[src/rtl/mfo_pkg.sv]
package mfo_pkg;
  typedef enum logic [1:0] {
    OP_BEFORE = 2'b00,
    OP_INCL   = 2'b01,
    OP_ONLY   = 2'b10,
    OP_RSVD   = 2'b11
  } opSel_e;

  typedef enum logic [1:0] {
    ST_IDLE = 2'b00,
    ST_RUN  = 2'b01,
    ST_FIN  = 2'b10
  } state_e;

  typedef struct packed {
    logic load;  // capture operands, reset the walk
    logic step;  // process one element
  } ctrlStrobe_t;
endpackage

[src/rtl/mfo_ctrl.sv]
module mfo_ctrl
  import mfo_pkg::*;
(
  input  logic        clk,
  input  logic        rstN,
  input  logic        start,
  input  logic        startBad,
  input  logic        lastElem,
  output ctrlStrobe_t strobe,
  output logic        busy,
  output logic        done
);
  state_e state, stateNext;

  always_comb begin
    stateNext = state;
    case (state)
      ST_IDLE: if (start) stateNext = startBad ? ST_FIN : ST_RUN;
      ST_RUN:  if (lastElem) stateNext = ST_FIN;
      ST_FIN:  stateNext = ST_IDLE;
      default: stateNext = ST_IDLE;
    endcase
  end

  always_ff @(posedge clk or negedge rstN) begin
    if (!rstN) state <= ST_IDLE;
    else       state <= stateNext;
  end

  always_comb begin
    strobe.load = (state == ST_IDLE) && start;
    strobe.step = (state == ST_RUN);
  end

  assign busy = (state != ST_IDLE);
  assign done = (state == ST_FIN);
endmodule

[src/rtl/mfo_datapath.sv]
module mfo_datapath
  import mfo_pkg::*;
#(
  parameter int VLEN      = 64,
  parameter int REG_IDX_W = 5,
  localparam int IDX_W    = (VLEN > 1) ? $clog2(VLEN) : 1,
  localparam int VL_W     = $clog2(VLEN + 1)
) (
  input  logic                 clk,
  input  logic                 rstN,
  input  ctrlStrobe_t          strobe,
  input  logic [1:0]           opSel,
  input  logic                 vm,
  input  logic [VL_W-1:0]      vl,
  input  logic [REG_IDX_W-1:0] vdIdx,
  input  logic [REG_IDX_W-1:0] vs2Idx,
  input  logic [VLEN-1:0]      srcMask,
  input  logic [VLEN-1:0]      execMask,
  input  logic [VLEN-1:0]      oldDest,
  output logic                 startBad,
  output logic                 lastElem,
  output logic                 illFlag,
  output logic [VLEN-1:0]      destOut
);
  logic [VLEN-1:0] srcSnap, actSnap, destReg, bitWe;
  logic [VL_W-1:0] vlReg;
  logic [IDX_W-1:0] idx;
  opSel_e opReg;
  logic seen, srcBit, actBit, newBit, illComb;

  assign illComb  = (vdIdx == vs2Idx) || (!vm && (vdIdx == '0)) ||
                    (opSel == OP_RSVD);
  assign startBad = illComb || (vl == '0);
  assign lastElem = ((VL_W'(idx) + VL_W'(1)) == vlReg);

  assign srcBit = srcSnap[idx];
  assign actBit = actSnap[idx];

  always_comb begin
    case (opReg)
      OP_BEFORE: newBit = !seen && !srcBit;
      OP_INCL:   newBit = !seen;
      OP_ONLY:   newBit = !seen && srcBit;
      default:   newBit = 1'b0;
    endcase
  end

  // one write enable per destination bit
  for (genvar g = 0; g < VLEN; g++) begin : g_we
    assign bitWe[g] = strobe.step && actBit && (idx == IDX_W'(g));
  end

  always_ff @(posedge clk or negedge rstN) begin
    if (!rstN) begin
      srcSnap <= '0;
      actSnap <= '0;
      destReg <= '0;
      vlReg   <= '0;
      idx     <= '0;
      opReg   <= OP_BEFORE;
      seen    <= 1'b0;
      illFlag <= 1'b0;
    end else if (strobe.load) begin
      srcSnap <= srcMask;
      actSnap <= vm ? '1 : execMask;
      destReg <= oldDest;
      vlReg   <= vl;
      idx     <= '0;
      opReg   <= opSel_e'(opSel);
      seen    <= 1'b0;
      illFlag <= illComb;
    end else if (strobe.step) begin
      for (int b = 0; b < VLEN; b++)
        if (bitWe[b]) destReg[b] <= newBit;
      if (actBit && srcBit) seen <= 1'b1;
      idx <= idx + IDX_W'(1);
    end
  end

  assign destOut = destReg;
endmodule

[src/rtl/mask_first_unit.sv]
module mask_first_unit
  import mfo_pkg::*;
#(
  parameter int VLEN      = 64,
  parameter int REG_IDX_W = 5,
  localparam int VL_W     = $clog2(VLEN + 1)
) (
  input  logic                 clk,
  input  logic                 rstN,
  input  logic                 start,
  input  logic [1:0]           opSel,
  input  logic                 vm,
  input  logic [VL_W-1:0]      vl,
  input  logic [REG_IDX_W-1:0] vdIdx,
  input  logic [REG_IDX_W-1:0] vs2Idx,
  input  logic [VLEN-1:0]      srcMask,
  input  logic [VLEN-1:0]      execMask,
  input  logic [VLEN-1:0]      oldDest,
  output logic                 busy,
  output logic                 done,
  output logic                 illegal,
  output logic [VLEN-1:0]      newDest
);
  ctrlStrobe_t strobe;
  logic startBad, lastElem, illFlag;

  mfo_ctrl i_ctrl (
    .clk(clk), .rstN(rstN), .start(start), .startBad(startBad),
    .lastElem(lastElem), .strobe(strobe), .busy(busy), .done(done)
  );

  mfo_datapath #(.VLEN(VLEN), .REG_IDX_W(REG_IDX_W)) i_dp (
    .clk(clk), .rstN(rstN), .strobe(strobe), .opSel(opSel), .vm(vm),
    .vl(vl), .vdIdx(vdIdx), .vs2Idx(vs2Idx), .srcMask(srcMask),
    .execMask(execMask), .oldDest(oldDest), .startBad(startBad),
    .lastElem(lastElem), .illFlag(illFlag), .destOut(newDest)
  );

  assign illegal = done && illFlag;
endmodule

[config.mk]
export PLATFORM = sky130hd
export DESIGN_NAME = mask_first_unit
export DESIGN_NICKNAME = d
export VERILOG_FILES = /design/src/rtl/mfo_pkg.sv /design/src/rtl/mfo_ctrl.sv /design/src/rtl/mfo_datapath.sv /design/src/rtl/mask_first_unit.sv
export SDC_FILE = /design/constraint.sdc
export NUM_CORES = 1
export LEC_CHECK = 0
export BUFFER_PORTS_ARGS = -buffer_cell sky130_fd_sc_hd__buf_4
export CELL_PAD_IN_SITES_DETAIL_PLACEMENT = 0
export CELL_PAD_IN_SITES_GLOBAL_PLACEMENT = 1
export CORE_AREA = 2 2 166 168
export DETAILED_ROUTE_END_ITERATION = 10
export DIE_AREA = 0 0 168 170
export PLACE_DENSITY_LB_ADDON = 0.2
export SLEW_MARGIN = 20
export SYNTH_ARGS = -nofsm -noshare
export SYNTH_HDL_FRONTEND = slang
export SYNTH_SLANG_ARGS = --single-unit
[constraint.sdc]
create_clock -name clk -period 4.2 [get_ports clk]
set_clock_uncertainty 0.15 [all_clocks]
set_input_delay 0.21 -clock clk [delete_from_list [all_inputs] [get_ports clk]]
set_output_delay 0.21 -clock clk [all_outputs]
set_load 0.1 [all_outputs]
==> impl_metrics.yaml <==
layout:
  nNetsFinal: 1833
  diodes: 0
  fill_cells: 2340
  drive_gt1_share_pct: 22.9
  syn_to_final_growth_pct: 49.4
run_status:
  status: "completed"
cts:
  insertion_delay_ns: 0.52
  cts-htree-levels: 1
  cts_buffers: 25
  path_clk_slew_ns: 0.06
  post-cts-setup-buffers: 0
  cts_tree: "built"
  clock-sinks: 211
  holdBufCountCts: 202
  cts_resized: 0
  clk_path_buf_depth: 3
  root_buffer: "clkbuf_16"
synthesis:
  ys.warnings.count: 0
  dominantRegCellSynth: "dfrtp_1"
  synth-edff-count: 0
  avgSynthCellArea_sq_um: 8.99
  synthArstFlopShare_pct: 100
  synthCells: 1178
  synthDistinctLibCells: 49
  ys_ff_latch: 211
  syn-num-nets: 1397
  seq_area_frac_synth_pct: 49.8
  synth_area_sq_um: 10600
place:
  pre_cts_ws_ns: 0.790
  io_buffers: 281
  place.gp.congestion: 0.835
  hpwl_um: 23500
floorplanning:
  die_h_um: 170
  start_util_pct: 39.7
  io_pins: 282
  rows: 60
  fp.coreArea_sq_um: 26700
  die_w_um: 168
  die_area_sq_um: 28600
critical_path:
  r2r_start: "i_dp.idx[0]"
  path_class: "flop to flop"
  required_ns: 4.45
  crit_start: "i_dp.idx[0]"
  start_kind: "flop"
  r2r_setup_slack_ns: 0.80
  critPathCapture: "i_dp.destOut[38]"
  endpoint_kind: "flop"
  r2r_end: "i_dp.destOut[38]"
  cp_max_fo: 32
  r2r_cells: 8
  crit_arrival_ns: 3.66
timing:
  finalSetupViolCount: 0
  whs_ns: 0.0762
  timing.fmax_mhz: 294
  rsz0062_at_grt: "false"
  tns_ns: 0
  setup_ws_ns: 0.797
  slew_viol_final: 0
  maxSlewHeadroom_pct: 30.2
  min_period_ns: 3.40
  finalHoldViolations: 0
  fin_crit_sh_pct: 81.0
  worst_pin_slew_ns: 1.05
detailed_routing:
  dr.pass1.iters: 5
  drt_iter0_drc: 691
  avgRoutedWirePerCell_um: 17.9
  drc: 0
  avgViaCountPerCell: 5.14
  drtAntennaViolNets: 0
  totalWireLength_um: 35300
  via_count: 10100
power_and_ir_drop:
  finalPower_uw: 12900
  peakVddDrop_uv: 570
  p_leak_uw: 0.00763
  powerDensity_nw_per_um2: 818
global_routing:
  grt_antenna_before_repair: 0
  grt_max_degree: 113
  grt_pass1_wl_um: 55900
  first_global_vias: 10400
  grt_use_total_pct: 24.6
  overflow: 0
run:
  cap_violations: 0
hold_path:
  hp-class: "input port to flop"
[layer usage]
layer	global-route usage, %	vias to the layer above	wire [um]
li1	-	4913	-
met3	4.33	73	2180
met2	40.9	351	16700
met5	0	-	0
met4	8.62	0	1280
met1	32.5	4809	15200
[critical path, stage by stage (launching register included)]
cell and delay (ns):
dfrtp_4 0.66, buf_12 0.26, mux4_2 0.33, mux2_2 0.15
nand3_1 0.07, a41oi_1 0.34, and2_1 0.87, a31oi_1 0.19
a31o_1 0.23
[synth_stat cells (5+ instances only)]
cell,instances,share of area (%)
buf_2,13,0.61
nand3_1,14,0.66
nor2b_1,7,0.41
mux4_2,25,5.3
a21o_1,16,1.1
inv_1,5,0.18
xnor2_1,6,0.50
a21oi_1,6,0.28
nand2_1,418,15
nor2_1,30,1.1
a22oi_1,7,0.50
xor2_1,5,0.41
mux2i_1,35,3.3
clkbuf_1,62,2.2
nor3_1,20,0.94
buf_1,10,0.35
a31o_1,48,4.0
and2_1,5,0.30
o21ai_0,171,8.1
a31oi_1,13,0.77
dfrtp_1,211,50
[registers in the layout, indices dropped and copies added (netlist names)]
signal / flops
i_dp.actSnap: 64
i_dp.destOut: 64
i_dp.srcSnap: 64
i_dp.vlReg: 7
i_dp.idx: 6
i_ctrl.state: 2
i_dp.opReg: 2
i_dp.illFlag: 1
i_dp.seen: 1
[cell usage in the layout (no fill, tap or decap), types with 4 or more instances in the layout]
cell type / synthesis / routed
nand2_1: 418 / 417
buf_4: 4 / 292
dfrtp_1: 211 / 209
dlygate4sd3_1: 0 / 202
o21ai_0: 171 / 171
a31o_1: 48 / 48
mux2i_1: 35 / 35
nor2_1: 30 / 30
mux4_2: 25 / 25
clkbuf_16: 0 / 25
nor3_1: 20 / 20
a21o_1: 16 / 16
nand3_1: 14 / 14
a31oi_1: 13 / 13
nor2b_1: 7 / 7
a22oi_1: 7 / 7
clkbuf_8: 0 / 7
xnor2_1: 6 / 6
a21oi_1: 6 / 6
clkinv_2: 0 / 6
inv_1: 5 / 5
xor2_1: 5 / 5
buf_12: 0 / 5
and2_1: 5 / 4
nand2b_1: 4 / 4
ha_1: 4 / 4
clkbuf_1: 62 / 4
[cell families after synthesis]
family | after synthesis | share of synthesized area [%]
xor+xnor | 12 | 1.17
mux | 62 | 8.84
fa+ha+maj | 4 | 0.472
flops | 211 | 49.8
buf+inv | 96 | 3.84
simple gates | 508 | 19.1
compound gates | 285 | 16.7
[per-stage QoR]
stage	cells	utilization [%]	instance area (sq um)
after global routing	1974	59.4	15800
after floorplan	1178	-	10600
after detailed placement	1726	48.6	13000
final	1974	59.4	15800
after global placement	1726	48.6	13000
after CTS	1974	59.4	15800
[power breakdown]
| group | switching, uW | leakage [uW] | total, uW | internal [uW] |
|---|---|---|---|---|
| Sequential | 725 | 0.00257 | 3760 | 3040 |
| Clock | 870 | 0.000425 | 2210 | 1340 |
| Combinational | 4770 | 0.00463 | 6960 | 2190 |
[worst min-delay path by stage]
stage                  start               end  slack [ns]  cells after the start
finish              vdIdx[4]      i_dp.illFlag        0.08                      4
global route        vdIdx[4]      i_dp.illFlag        0.12                      4
CTS                 vdIdx[4]      i_dp.illFlag        0.05                      4
detailed placement      rstN  i_dp.srcSnap[38]        0.19                      1
global placement        rstN  i_dp.srcSnap[38]        0.18                      1
floorplan               rstN   i_ctrl.state[0]       -0.24                      0
[final cells by class]
type | count | area (sq um) | share of cell area, %
clock buffers | 36 | 737 | 4.66
flip-flops and latches | 211 | 5290 | 33.4
repair buffers | 500 | 4330 | 27.4
inverters | 5 | 18.8 | 0.119
clock inverters | 10 | 110 | 0.696
well taps | 341 | 427 | 2.70
multi-input cells | 871 | 4920 | 31.1
(Power assumes the default switching activity.)
